==> src/rtl/i2c_seq_pkg.sv <==
`timescale 1ns/1ps
package i2c_seq_pkg;
  localparam int unsigned BYTE_W = 8;

  typedef enum logic [3:0] {
    ST_IDLE, ST_START, ST_HOLD, ST_WAIT, ST_LOW, ST_RISE, ST_HIGH,
    ST_STOP_LOW, ST_STOP_RISE, ST_STOP_HIGH, ST_STOP_END
  } seq_state_e;

  // Cycles needed to cover ns at clk_khz, rounded up
  function automatic int unsigned ns_to_cyc(int unsigned clk_khz, int unsigned ns);
    longint unsigned p;
    p = longint'(clk_khz) * longint'(ns);
    return int'((p + 64'd999_999) / 64'd1_000_000);
  endfunction
endpackage

==> src/rtl/i2c_line_sync.sv <==
`timescale 1ns/1ps
module i2c_line_sync #(
  parameter int unsigned STAGES = 2
) (
  input  logic clk_i,
  input  logic rst_ni,
  input  logic in_i,
  output logic out_o
);
  logic [STAGES-1:0] q;

  generate
    if (STAGES == 1) begin : g_one
      always_ff @(posedge clk_i or negedge rst_ni)
        if (!rst_ni) q <= '1;
        else         q <= in_i;
    end else begin : g_chain
      always_ff @(posedge clk_i or negedge rst_ni)
        if (!rst_ni) q <= '1;
        else         q <= {q[STAGES-2:0], in_i};
    end
  endgenerate

  assign out_o = q[STAGES-1];
endmodule

==> src/rtl/i2c_phase_timer.sv <==
`timescale 1ns/1ps
module i2c_phase_timer #(
  parameter int unsigned CNT_W = 8
) (
  input  logic             clk_i,
  input  logic             rst_ni,
  input  logic             load_i,
  input  logic [CNT_W-1:0] val_i,
  output logic             done_o
);
  logic [CNT_W-1:0] cnt_q;

  always_ff @(posedge clk_i or negedge rst_ni) begin
    if (!rst_ni)            cnt_q <= '0;
    else if (load_i)        cnt_q <= val_i;
    else if (cnt_q != '0)   cnt_q <= cnt_q - 1'b1;
  end

  assign done_o = (cnt_q == '0);

  AST_LOAD_NONZERO: assert property (@(posedge clk_i) disable iff (!rst_ni)
    load_i |-> val_i != '0);
  AST_DONE_AFTER_LOAD: assert property (@(posedge clk_i) disable iff (!rst_ni)
    load_i |=> !done_o);
endmodule

==> src/rtl/i2c_byte_shift.sv <==
`timescale 1ns/1ps
module i2c_byte_shift #(
  parameter int unsigned W = 8,
  localparam int unsigned IDX_W = $clog2(W + 1)
) (
  input  logic             clk_i,
  input  logic             rst_ni,
  input  logic             load_i,
  input  logic [W-1:0]     data_i,
  input  logic             shift_i,
  output logic             bit_o,
  output logic [IDX_W-1:0] idx_o
);
  logic [W-1:0]     sr_q;
  logic [IDX_W-1:0] idx_q;

  always_ff @(posedge clk_i or negedge rst_ni) begin
    if (!rst_ni) begin
      sr_q  <= '0;
      idx_q <= '0;
    end else if (load_i) begin
      sr_q  <= data_i;
      idx_q <= '0;
    end else if (shift_i) begin
      sr_q  <= {sr_q[W-2:0], 1'b0};
      idx_q <= idx_q + 1'b1;
    end
  end

  assign bit_o = sr_q[W-1];
  assign idx_o = idx_q;

  AST_IDX_BOUND: assert property (@(posedge clk_i) disable iff (!rst_ni)
    idx_q <= IDX_W'(W));
endmodule

==> src/rtl/i2c_ctl_seq.sv <==
`timescale 1ns/1ps
module i2c_ctl_seq
  import i2c_seq_pkg::*;
#(
  parameter int unsigned CLK_KHZ = 125000
) (
  input  logic              clk_i,
  input  logic              rst_ni,
  input  logic              fast_i,
  input  logic              start_i,
  input  logic              stop_i,
  input  logic              wr_valid_i,
  input  logic [BYTE_W-1:0] wr_data_i,
  input  logic              scl_i,
  input  logic              sda_i,
  output logic              scl_oe_o,
  output logic              sda_oe_o,
  output logic              active_o,
  output logic              ack_o,
  output logic              irq_o
);
  localparam int unsigned HOLD_STD  = ns_to_cyc(CLK_KHZ, 4000);
  localparam int unsigned HOLD_FAST = ns_to_cyc(CLK_KHZ, 600);
  localparam int unsigned LOW_STD   = ns_to_cyc(CLK_KHZ, 4700);
  localparam int unsigned LOW_FAST  = ns_to_cyc(CLK_KHZ, 1300);
  localparam int unsigned HIGH_STD  = ns_to_cyc(CLK_KHZ, 4000);
  localparam int unsigned HIGH_FAST = ns_to_cyc(CLK_KHZ, 600);
  localparam int unsigned MAX_C     = (LOW_STD > HIGH_STD) ? LOW_STD : HIGH_STD;
  localparam int unsigned CNT_W     = $clog2(MAX_C + 1);
  localparam int unsigned IDX_W     = $clog2(BYTE_W + 1);

  seq_state_e state_q, state_d;
  logic fast_q, fast_d;
  logic ack_q, ack_d;
  logic irq_q, irq_d;
  logic hold_sda_q, hold_sda_d;
  logic active_q;

  logic scl_s, sda_s, sda_p_q;
  logic start_det, stop_det;

  logic             tmr_load, tmr_done;
  logic [CNT_W-1:0] tmr_val;
  logic [CNT_W-1:0] hold_c, low_c, high_c;

  logic             sh_load, sh_shift, sh_bit;
  logic [IDX_W-1:0] sh_idx;
  logic             ninth;

  i2c_line_sync #(.STAGES(2)) u_scl_sync (
    .clk_i(clk_i), .rst_ni(rst_ni), .in_i(scl_i), .out_o(scl_s));
  i2c_line_sync #(.STAGES(2)) u_sda_sync (
    .clk_i(clk_i), .rst_ni(rst_ni), .in_i(sda_i), .out_o(sda_s));

  i2c_phase_timer #(.CNT_W(CNT_W)) u_timer (
    .clk_i(clk_i), .rst_ni(rst_ni), .load_i(tmr_load), .val_i(tmr_val),
    .done_o(tmr_done));

  i2c_byte_shift #(.W(BYTE_W)) u_shift (
    .clk_i(clk_i), .rst_ni(rst_ni), .load_i(sh_load), .data_i(wr_data_i),
    .shift_i(sh_shift), .bit_o(sh_bit), .idx_o(sh_idx));

  assign hold_c = fast_q ? CNT_W'(HOLD_FAST) : CNT_W'(HOLD_STD);
  assign low_c  = fast_q ? CNT_W'(LOW_FAST)  : CNT_W'(LOW_STD);
  assign high_c = fast_q ? CNT_W'(HIGH_FAST) : CNT_W'(HIGH_STD);
  assign ninth  = (sh_idx == IDX_W'(BYTE_W));

  // Bus condition detection on synchronised lines
  always_ff @(posedge clk_i or negedge rst_ni)
    if (!rst_ni) sda_p_q <= 1'b1;
    else         sda_p_q <= sda_s;

  assign start_det = scl_s &&  sda_p_q && !sda_s;
  assign stop_det  = scl_s && !sda_p_q &&  sda_s;

  always_ff @(posedge clk_i or negedge rst_ni) begin
    if (!rst_ni)        active_q <= 1'b0;
    else if (start_det) active_q <= 1'b1;
    else if (stop_det)  active_q <= 1'b0;
  end

  always_comb begin
    state_d    = state_q;
    fast_d     = fast_q;
    ack_d      = ack_q;
    irq_d      = 1'b0;
    hold_sda_d = hold_sda_q;
    tmr_load   = 1'b0;
    tmr_val    = low_c;
    sh_load    = 1'b0;
    sh_shift   = 1'b0;
    unique case (state_q)
      ST_IDLE: begin
        if (start_i && !active_q) begin
          fast_d  = fast_i;
          state_d = ST_START;
        end
      end
      ST_START: begin
        if (start_det) begin
          tmr_load = 1'b1;
          tmr_val  = hold_c;
          state_d  = ST_HOLD;
        end
      end
      ST_HOLD: begin
        if (tmr_done) begin
          hold_sda_d = 1'b1;
          state_d    = ST_WAIT;
        end
      end
      ST_WAIT: begin
        if (wr_valid_i) begin
          sh_load  = 1'b1;
          tmr_load = 1'b1;
          state_d  = ST_LOW;
        end else if (stop_i) begin
          tmr_load = 1'b1;
          state_d  = ST_STOP_LOW;
        end
      end
      ST_LOW: begin
        if (tmr_done) state_d = ST_RISE;
      end
      ST_RISE: begin
        // high phase timed only once SCL is really high (stretching)
        if (scl_s) begin
          tmr_load = 1'b1;
          tmr_val  = high_c;
          if (ninth) ack_d = !sda_s;
          state_d  = ST_HIGH;
        end
      end
      ST_HIGH: begin
        if (tmr_done) begin
          if (ninth) begin
            irq_d      = 1'b1;
            hold_sda_d = 1'b0;
            state_d    = ST_WAIT;
          end else begin
            sh_shift = 1'b1;
            tmr_load = 1'b1;
            state_d  = ST_LOW;
          end
        end
      end
      ST_STOP_LOW: begin
        if (tmr_done) state_d = ST_STOP_RISE;
      end
      ST_STOP_RISE: begin
        if (scl_s) begin
          tmr_load = 1'b1;
          tmr_val  = high_c;
          state_d  = ST_STOP_HIGH;
        end
      end
      ST_STOP_HIGH: begin
        if (tmr_done) state_d = ST_STOP_END;
      end
      ST_STOP_END: begin
        hold_sda_d = 1'b0;
        state_d    = ST_IDLE;
      end
      default: state_d = ST_IDLE;
    endcase
  end

  always_ff @(posedge clk_i or negedge rst_ni) begin
    if (!rst_ni) begin
      state_q    <= ST_IDLE;
      fast_q     <= 1'b0;
      ack_q      <= 1'b0;
      irq_q      <= 1'b0;
      hold_sda_q <= 1'b0;
    end else begin
      state_q    <= state_d;
      fast_q     <= fast_d;
      ack_q      <= ack_d;
      irq_q      <= irq_d;
      hold_sda_q <= hold_sda_d;
    end
  end

  always_comb begin
    scl_oe_o = 1'b0;
    sda_oe_o = 1'b0;
    unique case (state_q)
      ST_START, ST_HOLD: sda_oe_o = 1'b1;
      ST_WAIT: begin
        scl_oe_o = 1'b1;
        sda_oe_o = hold_sda_q;
      end
      ST_LOW: begin
        scl_oe_o = 1'b1;
        sda_oe_o = !ninth && !sh_bit;
      end
      ST_RISE, ST_HIGH: sda_oe_o = !ninth && !sh_bit;
      ST_STOP_LOW: begin
        scl_oe_o = 1'b1;
        sda_oe_o = 1'b1;
      end
      ST_STOP_RISE, ST_STOP_HIGH: sda_oe_o = 1'b1;
      default: ;
    endcase
  end

  assign active_o = active_q;
  assign ack_o    = ack_q;
  assign irq_o    = irq_q;

  AST_IRQ_ONE_CYCLE: assert property (@(posedge clk_i) disable iff (!rst_ni)
    irq_o |=> !irq_o);
  AST_IRQ_SCL_LOW: assert property (@(posedge clk_i) disable iff (!rst_ni)
    irq_o |-> scl_oe_o);
  AST_ACTIVE_OWN_START: assert property (@(posedge clk_i) disable iff (!rst_ni)
    $rose(active_o) |-> $past(sda_oe_o));
  AST_WAIT_HOLDS_SCL: assert property (@(posedge clk_i) disable iff (!rst_ni)
    (state_q == ST_WAIT && !wr_valid_i && !stop_i) |=> scl_oe_o);
  AST_STRETCH_WAITS: assert property (@(posedge clk_i) disable iff (!rst_ni)
    (state_q == ST_RISE && !scl_s) |=> state_q == ST_RISE);
  AST_ACK_SDA_FREE: assert property (@(posedge clk_i) disable iff (!rst_ni)
    (ninth && state_q == ST_HIGH) |-> !sda_oe_o);
endmodule

==> config.mk <==
export PLATFORM = sky130hd
export DESIGN_NAME = i2c_ctl_seq
export DESIGN_NICKNAME = d
export VERILOG_FILES = /design/src/rtl/i2c_seq_pkg.sv /design/src/rtl/i2c_line_sync.sv /design/src/rtl/i2c_phase_timer.sv /design/src/rtl/i2c_byte_shift.sv /design/src/rtl/i2c_ctl_seq.sv
export SDC_FILE = /design/constraint.sdc
export NUM_CORES = 1
export LEC_CHECK = 0
export BUFFER_PORTS_ARGS = -buffer_cell sky130_fd_sc_hd__buf_2
export CAP_MARGIN = 10
export CORE_UTILIZATION = 45
export CTS_CLUSTER_SIZE = 30
export DETAILED_ROUTE_END_ITERATION = 12
export PLACE_DENSITY = 0.69
export RECOVER_POWER = 25
export SETUP_SLACK_MARGIN = 0.2
export SYNTH_ARGS = -nofsm -noshare
export SYNTH_HDL_FRONTEND = slang
export SYNTH_HIERARCHICAL = 1
export SYNTH_SLANG_ARGS = --single-unit
export TNS_END_PERCENT = 50
==> constraint.sdc <==
create_clock -name clk_i -period 2.9 [get_ports clk_i]
set_input_delay 0.725 -clock clk_i [delete_from_list [all_inputs] [get_ports clk_i]]
set_output_delay 0.725 -clock clk_i [all_outputs]
set_load 0.02 [all_outputs]
## Word level (Yosys, flattened, before mapping)

Cells that the tools add are included.
W data, S select, Z words.

| word-level totals | value |
|---|---|
| output and inout port bits | 5 |
| bits in read-only memories | 0 |
| memories kept | 0 |
| RAM bits | 0 |
| register bits after elaboration | 36 |
| latch bits | 0 |
| word-level logic and storage cells | 107 |
| input bits | 16 |

| cells by class | value |
|---|---|
| add/subtract/negate cells | 2 |
| div/mod/pow operators | 0 |
| equal/unequal tests | 22 |
| order comparisons | 0 |
| mux-type cells | 45 |
| shifts and indexed selects | 0 |
| multiply operators | 0 |
| reductions and logical operators | 26 |
| bitwise logic cells | 0 |

Operator list:

| operator | count |
|---|---|
| $mux W4 | 13 |
| $mux W10 | 5 |
| $pmux W4 S10 | 1 |
| $pmux W10 S2 | 1 |
| $mux W1 | 18 |
| $eq A4 B3 Y1 const B | 4 |
| $eq A4 B4 Y1 const B | 4 |
| $mux W8 | 2 |
| $ne A2 B2 Y1 const B | 8 |
| $logic_not A10 Y1 | 1 |
| $reduce_and A10 Y1 | 1 |
| $reduce_bool A10 Y1 | 1 |
| $sub A10 B1 Y10 const B | 1 |
| $mux W9 | 1 |
| $eq A4 B2 Y1 const B | 2 |
| $logic_and A1 B1 Y1 | 6 |
| $pmux W1 S3 | 2 |
| $reduce_bool A2 Y1 | 3 |
| $reduce_or A3 Y1 | 2 |
| $logic_not A1 Y1 | 5 |
| $reduce_or A5 Y1 | 1 |
| $add A4 B1 Y4 const B | 1 |
| $eq A4 B1 Y1 const B | 1 |
| $logic_not A4 Y1 | 1 |
| other kinds (9) | 10 |

## Longest topological paths before layout

| depth | value |
|---|---|
| word-level depth | 6 |
| depth in mapped cells | 12 |
| depth with buffers taken out | 11 |

## Cells and area by module

Netlist, hierarchy kept.

Modules (own cells, without submodules):

| module | cells an instance | seq. area each (um^2) | instances | area each (um^2) |
|---|---|---|---|---|
| i2c_ctl_seq | 118 | 251.5 | 1 | 975.9 |
| i2c_phase_timer | 68 | 250.2 | 1 | 620.6 |
| i2c_byte_shift | 51 | 300.3 | 1 | 559.3 |
| i2c_line_sync | 2 | 52.6 | 2 | 52.6 |

## Worst setup path before layout

No wires, ideal clock.

| path | value |
|---|---|
| path type | reg-to-reg |
| start point | register u_timer.cnt_q[0] |
| end point | register u_timer.cnt_q[7] |
| setup slack | -0.251 ns |
| arrival time | 3.050 ns |
| buffers on the path | 2 |
| stages on the path, launching flop included | 13 |
| library setup time | 0.101 ns |
| period minus slack after synthesis | 3.151 ns |
| cell sequence | dfrtp_1 -> inv_1 -> ha_1 -> or3b_1 -> clkbuf_1 -> nor3_1 -> and3b_1 -> nand2_1 -> nor2_1 -> a211o_1 -> clkbuf_1 -> a211oi_1 -> nor4_1 |

| on the way | value |
|---|---|
| longest elaborated chain between the ends | 4 |
| elaborated cells on any way between the ends | 8 |
| those cells by class | 1 x add/sub; 4 x mux; 3 x reduce/logical |

Ends and longest elaborated chain:

| item | line | RTL |
|---|---|---|
| start, declared | i2c_phase_timer.sv:11 | `logic [CNT_W-1:0] cnt_q;` |
| start signal, assigned | i2c_phase_timer.sv:15 | `else if (load_i) cnt_q <= val_i;` |
| start signal, assigned | i2c_phase_timer.sv:16 | `else if (cnt_q != '0) cnt_q <= cnt_q - 1'b1;` |
| $logic_not A10 Y1 (*) | i2c_phase_timer.sv:19 | `assign done_o = (cnt_q == '0);` |
| via tmr_done | i2c_ctl_seq.sv:42 | `logic tmr_load, tmr_done;` |
| $mux W1 (*) | i2c_ctl_seq.sv:135 | `if (tmr_done) begin` |
| $pmux W1 S4 (*) | i2c_ctl_seq.sv:92 | `unique case (state_q)` |
| via tmr_load | i2c_ctl_seq.sv:42 |  |
| $mux W10 or $reduce_bool A2 Y1 (tied branches) | - |  |

The timed path passes the listed nets; every way through them passes the cells marked *. The select of a mux whose other input is x is not followed.
A chain may end at the register's enable or synchronous reset.

## Worst setup path in the final report

| path | value |
|---|---|
| start point | register u_shift.idx_q[0], in the netlist u_shift/idx_o[0] |
| end point | output sda_oe_o |

| on the way | value |
|---|---|
| longest elaborated chain between the ends | 4 |

Ends and longest elaborated chain:

| item | line | RTL |
|---|---|---|
| start, declared | i2c_byte_shift.sv:15 | `logic [IDX_W-1:0] idx_q;` |
| start signal, assigned | i2c_byte_shift.sv:26 | `idx_q <= idx_q + 1'b1;` |
| $eq A4 B4 Y1 | i2c_ctl_seq.sv:66 | `assign ninth = (sh_idx == IDX_W'(BYTE_W));` |
| $logic_not A1 Y1 | i2c_ctl_seq.sv:195, i2c_ctl_seq.sv:197 |  |
| $logic_and A1 B1 Y1 | i2c_ctl_seq.sv:195, i2c_ctl_seq.sv:197 |  |
| $pmux W1 S3 | i2c_ctl_seq.sv:187 | `unique case (state_q)` |
| end, declared | i2c_ctl_seq.sv:17 | `output logic sda_oe_o,` |

Every way passes these cells.

==> key figures <==
Clock network
  • Max Buffers Root-to-Sink: 2
  • Root buffer cell: clkbuf_8
  • CTS Hold Bufs: 0
  • Clk_lat worst skew: 280 ps
  • CTS sink cnt: 36
  • Inserted Clock Buffers: 5
  • H-Tree Depth: 2
  • CTS tree: built
  • Worst-path clk slew: 70 ps

STA
  • Slew of the pin with the lowest slew margin: 1885 ps
  • Setup_tns: 0 ps
  • Fin. max-slew vios: 37
  • Endpoints failing setup: 0
  • Hold Slack: 361.8 ps
  • Worst setup margin: 359.2 ps
  • Fmax: 393.6 MHz
  • Setup Skew: 6.791 ps
  • Final worst path period share: 87.62%
  • Fin. Hold Viols: 0
  • Slew margin rel.: -25.69%
  • Tmin final: 2541 ps
  • RSZ-0062 raised after global routing: yes

Critical path
  • Crit end category: output pin
  • R2R depth: 10
  • Crit path max fanout: 6
  • Worst reg2reg path endpoint: u_shift/idx_o[3]
  • CP arrival: 1820 ps
  • Worst reg2reg setup slack: 360 ps
  • Worst path required time: 2170 ps
  • Worst setup SP type: flip-flop
  • CP Class: reg2out
  • Crit Reg-Reg Startpoint: u_timer/cnt_q[0]

Logic synthesis
  • Avg Cell Area, Syn: 9.381 um2
  • Top-area cell type share of the netlist area: 34.31%
  • YS warnings: 6
  • Post-synthesis sequential area ratio: 40.12%
  • Post-synth top cells: 31 x dfrtp_1, 22 x nand2_1, 16 x nor2_1
  • Async set-reset flop share out of synthesis: 100.0%
  • Post-Syn Nets: 265
  • Syn Inst Count: 241
  • Top_reg_cell synth: dfrtp_1
  • Synth top area cells: dfrtp_1 34%, dfstp_2 5.8%, ha_1 4.4%
  • EDFF count, synth: 0
  • Yosys cell types: 61
  • Count leader, synth: dfrtp_1
  • Yosys reg bits: 36
  • Synthesized cell area: 0.002261 mm2
  • Area leader, netlist: dfrtp_1

Route
  • DR pass1 iterations: 4
  • Vias per inst: 5.842
  • Top routing layer in use: met4
  • Routed wire length: 4767 um
  • M1 WL: 2289 um
  • Routed wl met2: 2198 um
  • Met3 WL: 231 um
  • DR iter-0 viols: 130
  • DRT antenna net count: 0
  • # DRC: 0
  • Wire per inst: 14.45 um
  • Total number of vias: 1,928

Global routing
  • GRT Total Usage: 20.05%
  • Number of global-route vias before repair: 1,735
  • Largest net degree at the start of global routing: 37
  • Initial antenna violation count: 0
  • Remaining Overflow, GRT: 0
  • First-pass GRT wire length: 8100 um

Pwr
  • Leakage: 0.001000 uW
  • IR drop worst, VDD: 485.7 uV
  • Power Density: 898.6 mW/mm2

Worst hold path
  • WHS Endpoint: u_sda_sync/q[1]
  • Worst min-delay path class: reg2reg
  • HP Start: u_sda_sync/q[0]
  • Hold Path Stages: 0

Final layout
  • Final Non-Filler Cells: 330
  • Area grow syn2layout: 11.68%
  • N_diodes: 0
  • Final-stage net count: 287
  • Fillers: 439
  • Share of cells above drive strength 1: 19.01%

Die
  • Core box area: 0.004786 mm2
  • Starting Density: 47.24%
  • DIE WIDTH: 72.88 um
  • Die ar.: 0.005311 mm2
  • Num ports: 21
  • Floorplan row count: 25
  • Die Y: 72.88 um

Run status
  • Status: complete, but fails checks
  • Violated checks: max-capacitance violations, max-slew violations

Job
  • Max-Cap Viols: 1

Placed design
  • Placed insts: 323
  • Dpl hpwl: 3393 um
  • GP Congestion: 0.9165
  • DP Worst Slack: 331.3 ps
  • PortBufs: 20
## stage by stage
| step | utilization [%] | power [uW] | instance area [um2] |
|---|---|---|---|
| finish | 52.76 | 2269 | 2525 |
| global route | 52.76 | 2459 | 2525 |
| CTS | 52.76 | 2270 | 2525 |
| detailed placement | 51.14 | 1930 | 2447 |
| global placement | 51.14 | 1910 | 2447 |
| floorplan | - | 1669 | 2276 |
## critical path: stages (launching register included)
cell,delay (ps)
dfrtp_1,440
or4b_4,600
a21oi_1,160
o21a_1,120
a221oi_1,40
buf_2,170
## flip-flops by register name, indices dropped and copies added, names as in the netlist
signal         flops
hold_sda_q         1
irq_o              1
fast_q             1
u_shift/idx_o      4
u_timer/cnt_q     10
state_q            4
sda_p_q            1
u_shift/sr_q       8
u_sda_sync/q       2
u_scl_sync/q       2
active_o           1
ack_o              1
## report_power, final
part / switching (uW) / total, uW / internal, uW
combinational: 550 / 1020 / 474
sequential: 224 / 914 / 690
clock: 167 / 330 / 163
total: 941 / 2270 / 1330
## layer usage
metal,vias to the layer above,global-route usage (%)
li1,939,-
met3,5,3.729
met2,48,32.50
met5,-,0
met4,0,7.190
met1,936,26.91
## cells in the final DEF, fill, tap and decap left out, drive strengths merged, types with 8 or more instances in the layout
master,netlist,final
nor2,16,16
o21ai,15,15
mux2i,10,10
a21oi,14,14
inv,8,8
nor2b,8,8
ha,8,8
nand2,22,22
dfrtp,31,31
buf,11,29
## worst max-delay path by stage
stage                                 from               end  slack [ps]  cells past startpoint
after floorplan           u_timer/cnt_q[0]  u_timer/cnt_q[7]         210                     12
after global placement    u_timer/cnt_q[0]  u_timer/cnt_q[5]         410                     11
after detailed placement  u_timer/cnt_q[0]  u_timer/cnt_q[9]         330                     11
after CTS                 u_timer/cnt_q[0]  u_timer/cnt_q[9]         320                     11
after global routing      u_timer/cnt_q[0]  u_shift/idx_o[3]         170                     10
final                     u_shift/idx_o[0]          sda_oe_o         360                      5
## final cells by class
type / count / area (um2) / area share, %
well taps: 67 / 83.83 / 3.320
clock buffers: 6 / 72.57 / 2.874
inverters: 8 / 30.03 / 1.189
clock inverters: 1 / 5.005 / 0.1982
multi-input cells: 182 / 1252 / 49.60
flip-flops and latches: 36 / 907.1 / 35.93
repair buffers: 30 / 173.9 / 6.888
## timing repair
| item | CTS | global route |
|---|---|---|
| gates resized for setup | 0 | 1 |
| setup endpoints to repair | 0 | 11 |
| buffers inserted | 0 | 0 |
## cell families after synthesis
group	after synthesis	share of synthesized area, %
mux	12	5.423
compound gates	67	20.37
simple gates	92	23.35
fa+ha+maj	8	4.427
xor+xnor	3	1.162
buf+inv	23	5.147
flops	36	40.12
No activity file was read; power rests on OpenSTA's default activity.
